===== src/rtl/wkp_pkg.sv =====
package wkp_pkg;

  // Filtered level of the bus: the current phase is either Data_0 or a separator
  typedef enum logic {
    LVL_SEP = 1'b0,
    LVL_D0  = 1'b1
  } wkLevel_e;

  // Strobes sent from the sequence control to the phase datapath
  typedef struct packed {
    logic clear;      // drop all phase and timer state
    logic timerSync;  // load pattern timer from the current phase length
    logic timerRun;   // advance pattern timer by one
  } wkStrobe_t;

  function automatic logic isData0(input logic [1:0] code);
    return code == 2'b10;
  endfunction

endpackage


===== src/rtl/wkp_phase_path.sv =====
module wkp_phase_path
  import wkp_pkg::*;
#(
  parameter int CNT_W       = 8,
  parameter int INTR_CYC    = 3,
  parameter int TIMEOUT_CYC = 80
) (
  input  logic             clk,
  input  logic             rstN,
  input  logic [1:0]       symIn,
  input  wkStrobe_t        strobe,
  output wkLevel_e         nLvl,
  output logic [CNT_W-1:0] nPhaseCnt,
  output logic             phaseFlip,
  output logic             onPhase,
  output logic             timerOver
);

  localparam int GL_W = (INTR_CYC < 2) ? 1 : $clog2(INTR_CYC + 1);
  localparam logic [CNT_W-1:0] CNT_MAX = '1;
  localparam logic [CNT_W-1:0] INTR_V  = CNT_W'(INTR_CYC);
  localparam logic [CNT_W-1:0] TMO_V   = CNT_W'(TIMEOUT_CYC);
  localparam logic [GL_W-1:0]  GL_LAST = GL_W'(INTR_CYC - 1);

  wkLevel_e         lvl;
  wkLevel_e         symLvl;
  logic [CNT_W-1:0] phaseCnt;
  logic [CNT_W-1:0] timer;
  logic [GL_W-1:0]  glitchCnt;
  logic [GL_W-1:0]  nGlitch;

  function automatic logic [CNT_W-1:0] satInc(input logic [CNT_W-1:0] v);
    return (v == CNT_MAX) ? v : v + 1'b1;
  endfunction

  assign symLvl = isData0(symIn) ? LVL_D0 : LVL_SEP;

  // Interruption filter: the phase only changes after INTR_CYC other-class symbols
  always_comb begin
    nLvl      = lvl;
    nPhaseCnt = satInc(phaseCnt);
    nGlitch   = '0;
    phaseFlip = 1'b0;
    if (symLvl != lvl) begin
      if (glitchCnt == GL_LAST) begin
        phaseFlip = 1'b1;
        nLvl      = symLvl;
        nPhaseCnt = INTR_V;
      end else begin
        nGlitch = glitchCnt + 1'b1;
      end
    end
  end

  assign onPhase   = (symLvl == nLvl);
  assign timerOver = (timer >= TMO_V);

  always_ff @(posedge clk or negedge rstN) begin
    if (!rstN) begin
      lvl       <= LVL_SEP;
      phaseCnt  <= '0;
      glitchCnt <= '0;
      timer     <= '0;
    end else if (strobe.clear) begin
      lvl       <= LVL_SEP;
      phaseCnt  <= '0;
      glitchCnt <= '0;
      timer     <= '0;
    end else begin
      lvl       <= nLvl;
      phaseCnt  <= nPhaseCnt;
      glitchCnt <= nGlitch;
      if (strobe.timerSync) begin
        timer <= (nLvl == LVL_D0) ? nPhaseCnt : '0;
      end else if (strobe.timerRun) begin
        timer <= satInc(timer);
      end
    end
  end

endmodule


===== src/rtl/wkp_seq_ctrl.sv =====
module wkp_seq_ctrl
  import wkp_pkg::*;
#(
  parameter int CNT_W       = 8,
  parameter int D0_DET_CYC  = 12,
  parameter int SEP_DET_CYC = 12
) (
  input  logic             clk,
  input  logic             rstN,
  input  logic             lowPower,
  input  logic             vbatOk,
  input  wkLevel_e         nLvl,
  input  logic [CNT_W-1:0] nPhaseCnt,
  input  logic             phaseFlip,
  input  logic             onPhase,
  input  logic             timerOver,
  output wkStrobe_t        strobe,
  output logic             wakeFlag,
  output logic             wakePulse
);

  localparam logic [CNT_W-1:0] D0_THR  = CNT_W'(D0_DET_CYC);
  localparam logic [CNT_W-1:0] SEP_THR = CNT_W'(SEP_DET_CYC);

  // qualCnt: number of qualified phases of the current attempt (0..3)
  logic [1:0]       qualCnt, nQual;
  logic             curQual, nCurQual;
  logic             abort, detect, wantD0, lowPrev, entry, setFlag;
  logic [CNT_W-1:0] thr;

  always_comb begin
    nQual    = qualCnt;
    nCurQual = curQual;
    abort    = 1'b0;
    detect   = 1'b0;
    // a phase that ends before qualifying breaks the attempt
    if (phaseFlip) begin
      nCurQual = 1'b0;
      if (!curQual) nQual = 2'd0;
    end
    // window expired: a qualified Data_0 in progress is kept as first phase
    if (qualCnt != 2'd0 && timerOver) begin
      abort = 1'b1;
      nQual = (nLvl == LVL_D0 && nCurQual) ? 2'd1 : 2'd0;
    end
    thr    = (nLvl == LVL_D0) ? D0_THR : SEP_THR;
    wantD0 = ~nQual[0];
    if (!nCurQual && onPhase && nPhaseCnt >= thr && ((nLvl == LVL_D0) == wantD0)) begin
      nCurQual = 1'b1;
      if (nQual == 2'd3) begin
        detect = 1'b1;
        nQual  = 2'd0;
      end else begin
        nQual = nQual + 2'd1;
      end
    end
    if (!vbatOk) begin
      nQual    = 2'd0;
      nCurQual = 1'b0;
      abort    = 1'b0;
      detect   = 1'b0;
    end
  end

  always_comb begin
    strobe.clear     = !vbatOk;
    strobe.timerSync = (nQual == 2'd0) || abort;
    strobe.timerRun  = !strobe.timerSync;
  end

  assign entry   = lowPower && !lowPrev;
  assign setFlag = detect && lowPower && vbatOk && !entry;

  always_ff @(posedge clk or negedge rstN) begin
    if (!rstN) begin
      qualCnt   <= 2'd0;
      curQual   <= 1'b0;
      lowPrev   <= 1'b0;
      wakeFlag  <= 1'b0;
      wakePulse <= 1'b0;
    end else begin
      qualCnt   <= nQual;
      curQual   <= nCurQual;
      lowPrev   <= lowPower;
      wakePulse <= setFlag && !wakeFlag;
      if (entry) begin
        wakeFlag <= 1'b0;
      end else if (setFlag) begin
        wakeFlag <= 1'b1;
      end
    end
  end

endmodule


===== src/rtl/remote_wake_detect.sv =====
module remote_wake_detect
  import wkp_pkg::*;
#(
  parameter int D0_DET_CYC  = 12,
  parameter int SEP_DET_CYC = 12,
  parameter int TIMEOUT_CYC = 80,
  parameter int INTR_CYC    = 3
) (
  input  logic       clk,
  input  logic       rstN,
  input  logic [1:0] symIn,
  input  logic       lowPower,
  input  logic       vbatOk,
  output logic       wakeFlag,
  output logic       wakePulse
);

  localparam int CNT_W = $clog2(TIMEOUT_CYC + 2) + 1;

  wkStrobe_t        strobe;
  wkLevel_e         nLvl;
  logic [CNT_W-1:0] nPhaseCnt;
  logic             phaseFlip;
  logic             onPhase;
  logic             timerOver;

  wkp_phase_path #(
    .CNT_W      (CNT_W),
    .INTR_CYC   (INTR_CYC),
    .TIMEOUT_CYC(TIMEOUT_CYC)
  ) i_path (
    .clk      (clk),
    .rstN     (rstN),
    .symIn    (symIn),
    .strobe   (strobe),
    .nLvl     (nLvl),
    .nPhaseCnt(nPhaseCnt),
    .phaseFlip(phaseFlip),
    .onPhase  (onPhase),
    .timerOver(timerOver)
  );

  wkp_seq_ctrl #(
    .CNT_W      (CNT_W),
    .D0_DET_CYC (D0_DET_CYC),
    .SEP_DET_CYC(SEP_DET_CYC)
  ) i_ctrl (
    .clk      (clk),
    .rstN     (rstN),
    .lowPower (lowPower),
    .vbatOk   (vbatOk),
    .nLvl     (nLvl),
    .nPhaseCnt(nPhaseCnt),
    .phaseFlip(phaseFlip),
    .onPhase  (onPhase),
    .timerOver(timerOver),
    .strobe   (strobe),
    .wakeFlag (wakeFlag),
    .wakePulse(wakePulse)
  );

endmodule


===== config.mk =====
export PLATFORM = sky130hd
export DESIGN_NAME = remote_wake_detect
export DESIGN_NICKNAME = d
export VERILOG_FILES = /design/src/rtl/wkp_pkg.sv /design/src/rtl/wkp_phase_path.sv /design/src/rtl/wkp_seq_ctrl.sv /design/src/rtl/remote_wake_detect.sv
export SDC_FILE = /design/constraint.sdc
export NUM_CORES = 1
export LEC_CHECK = 0
export ABC_AREA = 0
export BUFFER_PORTS_ARGS = -buffer_cell sky130_fd_sc_hd__buf_4
export CAP_MARGIN = 20
export CORE_AREA = 5 5 89 66
export DETAILED_ROUTE_END_ITERATION = 10
export DIE_AREA = 0 0 94 71
export REMOVE_ABC_BUFFERS = 1
export SYNTH_ARGS = -nofsm -noshare
export SYNTH_HDL_FRONTEND = slang
export SYNTH_SLANG_ARGS = --single-unit

===== constraint.sdc =====
create_clock -name clk -period 8.3 [get_ports clk]
set_clock_uncertainty 0.2 [all_clocks]
set_input_delay 1.66 -clock clk [delete_from_list [all_inputs] [get_ports clk]]
set_output_delay 1.66 -clock clk [all_outputs]
set_load 0.01 [all_outputs]

; ---- After elaboration in Yosys (flattened, before gate mapping)
; Index checks and enable logic that the tools add are counted.
; W data, S select, Z words.
[totals]
register_bits = 25
latchBits = 0
mem_bits_rw = 0
romBits = 0
input_bits = 6
output_inout_bits = 2
wordCells = 77
memories = 0
[op_classes]
n_addsub = 4
n_mul = 0
div = 0
n_lt_le_gt_ge = 2
eq_ne = 9
shifts = 0
n_mux = 34
n_bitwise = 1
reduce_logical = 18
[ops]
columns = operator, n
row1 = $mux W8, 8
row2 = $mux W2, 9
row3 = $mux W1, 17
row4 = $add A8 B1 Y8 const B, 2
row5 = $eq A8 B8 Y1 const B, 2
row6 = $logic_and A1 B1 Y1, 10
row7 = $ge A8 B4 Y1 const B, 1
row8 = $ge A8 B7 Y1 const B, 1
row9 = $eq A2 B2 Y1 const B, 3
row10 = $add A2 B1 Y2 const B, 2
row11 = $logic_not A1 Y1, 4
row12 = $reduce_bool A2 Y1, 2
row13 = $ne A3 B2 Y1 const B, 1
row14 = $eq A1 B1 Y1, 2
row15 = $logic_not A2 Y1, 1
row16 = $logic_or A1 B1 Y1, 1
row17 = $ne A1 B1 Y1, 1
row18 = $not A1 Y1, 1

; ---- Depth between registers and ports, before layout
[logic_depth]
depth_word = 18
ltp_mapped = 11
ltp_nobuf = 9

; ---- Cells and area by module
; From an unflattened synthesis, not the netlist that was laid out.
[hier_totals]
hier_cells = 173
hier_area_um2 = 1632.8
[by_module_without_submodules]
columns = module, n_inst, cells_each, area_each_um2, seq_area_each_um2
row1 = wkp_phase_path, 1, 125, 1186.1, 475.5
row2 = wkp_seq_ctrl, 1, 48, 446.7, 150.1

; ---- Worst setup path before layout
; OpenSTA, ideal clock, no wires.
[synth_timing]
kind = in2reg
startpoint = input port symIn[0]
endpoint = register i_path.timer[4]
setup_ns = 0.128
arrival_ns = 3.562
t_required_ns = 7.972
path_slack_ns = 4.410
cell_stages = 11
n_path_buf = 2
path_cell_list = nand2b_4 > xnor2_4 > and2_4 > buf_6 > o22ai_1 > a32o_1 > ha_1 > mux2_4 > o21a_1 > buf_6 > mux2i_1
[synth_between]
elab_chain_cells = 17
elab_cells_between_ends = 31
classes_between = add/sub: 1 / order compare: 1 / eq/ne: 6 / mux: 15 / bitwise: 1 / reduce/logical: 7
[synth_rtl]
columns = item, line_no
row1 = start: declaration, remote_wake_detect.sv:11  ; input logic [1:0] symIn,
row2 = $eq A2 B2 Y1 *, wkp_pkg.sv:17  ; return code == 2'b10;
row3 = $mux W1 *, wkp_phase_path.sv:36  ; assign symLvl = isData0(symIn) ? LVL_D0 : LVL_SEP;
row4 = "parallel branches: the longest is 15 deep, another holds $add A2 B1 Y2", --
row5 = end signal: assignment, wkp_phase_path.sv:74  ; timer <= (nLvl == LVL_D0) ? nPhaseCnt : '0;
row6 = end signal: assignment, wkp_phase_path.sv:76  ; timer <= satInc(timer);
row7 = end: declaration, wkp_phase_path.sv:28  ; logic [CNT_W-1:0] timer;
; Mark *: on every way between the ends.
; A chain may end at the register's enable or synchronous reset.

; ---- Worst setup path after layout
[layout_timing]
startpoint = input port symIn[0]
endpoint = register i_path.timer[3]
; The elaborated chain is that of the path after synthesis.

==> impl_metrics.env <==
export IMPL_ys_warn_count=0
export IMPL_htreeDepth=1
export IMPL_fin_area_um2=1800
export IMPL_gp_congestion=0.825
export IMPL_cts_sinks=25
export IMPL_grt_overflow_total=0
export IMPL_whs_endpoint="i_ctrl.wakePulse"
export IMPL_row_count=22
export IMPL_drc=0
export IMPL_max_stage_delay_ns=0.34
export IMPL_seq_area_frac_synth_pct=37.5
export IMPL_vias_per_cell=5.21
export IMPL_slew_violations=0
export IMPL_finalSetupTns_ns=0
export IMPL_dieArea_um2=6670
export IMPL_grt_pass1_vias=1237
export IMPL_rsz0062_at_grt="no"
export IMPL_n_antenna_cell=0
export IMPL_worstPathRequired_ns=8.24
export IMPL_worstHoldStart="i_ctrl.wakeFlag"
export IMPL_r2r_slack_ns=5.11
export IMPL_drt_initial_drc_count=93
export IMPL_synth_seq_cells=25
export IMPL_worstPathArrival_ns=3.84
export IMPL_maxCapViolCount=0
export IMPL_seq_area_um2=626
export IMPL_synth_edf_count=0
export IMPL_clk_pin_slew_ns=0.09
export IMPL_netlist_area_um2=1670
export IMPL_layout_setup_ws_ns=4.40
export IMPL_cp_slowest_cell="o21a_1"
export IMPL_cts_resized=0
export IMPL_grt_pass1_wl_mm=6.03
export IMPL_min_path_type="reg2reg"
export IMPL_p_per_area_nw_per_um2=119
export IMPL_floorplan_io_pins=8
export IMPL_numCtsBuffers=3
export IMPL_syn_to_final_growth_pct=8.10
export IMPL_ys_flop_type="dfrtp_1"
export IMPL_insertion_delay_ns=0.27
export IMPL_vias=1272
export IMPL_criticalPathCategory="in2reg"
export IMPL_p_leak_nw=0.805
export IMPL_fp_dieW_um=94
export IMPL_worst_r2r_cell_count=9
export IMPL_grt_use_total_pct=11.1
export IMPL_fin_crit_sh_pct=47.0
export IMPL_post_dp_hpwl_mm=2.51
export IMPL_worst_slew_pin_slew_ns=0.743
export IMPL_ant_nets=0
export IMPL_whs_path_depth=1
export IMPL_reg2reg_to="i_path.timer[3]"
export IMPL_antenna_found_initial=0
export IMPL_cts_tree="done"
export IMPL_grt_max_degree=26
export IMPL_wire_per_inst_um=14.0
export IMPL_postCtsHoldBufs=0
export IMPL_post_cts_setup_buffers=0
export IMPL_timing_rr_start="i_path.phaseCnt[0]"
export IMPL_nets=183
export IMPL_synth_distinct_cells=53
export IMPL_synthArstFlopShare_pct=100
export IMPL_relSlewSlack_pct=50.4
export IMPL_final_setup_viol_count=0
export IMPL_start_kind="primary input"
export IMPL_avgSynthCellArea_um2=9.82
export IMPL_root_buffer="clkbuf_8"
export IMPL_worst_setup_path_end_kind="register"
export IMPL_cts_max_path_buffers=2
export IMPL_start_util_pct=33.3
export IMPL_portBuffers=7
export IMPL_peakVddDrop_mv=0.0440
export IMPL_hold_viol_final=0
export IMPL_drive_gt1_share_pct=14.5
export IMPL_place_area_um2=1760
export IMPL_drt_wl_total_mm=3.42
export IMPL_power_w=0.000214
export IMPL_core_region_area_um2=5010
export IMPL_die_y_um=71
export IMPL_crit_chain="buf_4 -> nand2b_4 -> xnor2_4 -> and2_4 -> o22ai_1 -> a32o_1 -> ha_1 -> mux2_4 -> o21a_1 -> mux2i_1"
export IMPL_fillers=526
export IMPL_firstDrtPassIters=4
export IMPL_dpl_worst_slack_ns=4.10
export IMPL_multiInputGateArea_um2=972
export IMPL_fin_crit_ns=3.90
export IMPL_status="complete, no violations"
export IMPL_syn_inst=170
export IMPL_fmax_ghz=0.257
export IMPL_path_max_fanout=8
-- final cells by class --
| class | instances | share of cell area, % |
|---|---|---|
| timing repair buffer | 7 | 2.91 |
| tap | 72 | 4.99 |
| inverter | 5 | 1.04 |
| multi-input combinational | 131 | 53.9 |
| sequential | 25 | 34.7 |
| clock buffer | 4 | 2.50 |
-- logic make-up (layout without fill, tap and decap cells) --
| logic type | after synthesis | in the layout | share of synthesized area [%] |
|---|---|---|---|
| and+or+nand+nor | 68 | 68 | 23.8 |
| AOI/OAI and AO/OA | 41 | 41 | 19.8 |
| DFF | 25 | 25 | 37.5 |
| buffers and inverters | 14 | 16 | 4.27 |
| muxes | 10 | 10 | 6.37 |
| xor gates and xnor gates | 8 | 8 | 5.32 |
| adders and majority gates | 4 | 4 | 3.00 |
-- worst max-delay path by stage --
stage,start,to,slack [ns],cells after the start
2_1_floorplan,symIn[0],i_path.timer[1],4.42,9
3_3_place_gp,symIn[0],i_path.timer[1],4.15,10
3_5_place_dp,symIn[0],i_path.timer[3],4.10,10
4_1_cts,symIn[0],i_path.timer[3],4.40,10
5_1_grt,symIn[0],i_path.timer[2],4.26,10
6_report,symIn[0],i_path.timer[3],4.40,10
-- registers in the layout, summed over array words and instances (netlist names) --
register	flops
i_path.phaseCnt	8
i_path.timer	8
i_ctrl.qualCnt	2
i_path.glitchCnt	2
i_ctrl.curQual	1
i_ctrl.lowPrev	1
i_ctrl.wakeFlag	1
i_ctrl.wakePulse	1
i_path.lvl	1
-- through the flow --
step	instances	util (%)	hold WS [ns]
floorplan	161	-	0.232
global placement	240	35.1	0.260
detailed placement	240	35.1	0.262
CTS	244	36.0	0.275
global route	244	36.0	0.289
finish	244	36.0	0.270
-- synthesized netlist by cell type, drive strengths merged, types with 2 or more instances --
cell,count,area [µm²]
dfrtp,25,626
a21oi,12,63.8
nand2,12,45.0
nor2,11,41.3
and2,10,65.1
nand3,9,45.0
mux2i,8,80.1
xnor2,7,80.1
and3,6,38.8
buf,6,41.3
inv,5,18.8
ha,4,50.1
nor2b,4,25.0
a31oi,3,18.8
and4,3,26.3
clkbuf,3,11.3
o2111ai,3,26.3
o21a,3,22.5
o21ai,3,15.0
a211oi,2,20.0
a21o,2,15.0
a221oi,2,30.0
mux2,2,26.3
nand2b,2,20.0
nand3b,2,15.0
nand4,2,12.5
nor3,2,15.0
nor3b,2,15.0
o211ai,2,20.0
-- placed cells by master (no fill, tap or decap), types with 4 or more instances in the layout --
master / n
dfrtp_1: 25
nand2_1: 12
a21oi_1: 11
nor2_1: 11
nand3_1: 9
and2_1: 9
mux2i_1: 8
buf_4: 7
xnor2_1: 6
inv_1: 5
and3_1: 5
nor2b_1: 4
ha_1: 4
-- critical path, delay by kind of cell --
family	cells	cell delay (ns)
AOI/OAI and AO/OA	3	0.66
buffers and inverters	1	0.11
and+or+nand+nor	2	0.42
xor gates and xnor gates	1	0.26
muxes	2	0.46
adders and majority gates	1	0.27
-- per-layer routing --
| metal | vias up | GRT usage (%) | routed length, µm | share of wire [%] |
|---|---|---|---|---|
| met1 | 617 | 16.2 | 1770 | 52 |
| met4 | 0 | 1.92 | 27 | 0.79 |
| met3 | 6 | 2.98 | 172 | 5.0 |
| met2 | 23 | 16.8 | 1460 | 43 |
| met5 | - | 0 | 0 | 0 |
| li1 | 626 | - | - | - |
-- where the power goes --
part	internal, W	switching [W]
Combinational	0.00000620	0.00000930
Sequential	0.000123	0.00000198
Clock	0.0000344	0.0000386
Total	0.000164	0.0000499
Note: power is estimated with default switching activity, not from simulation.
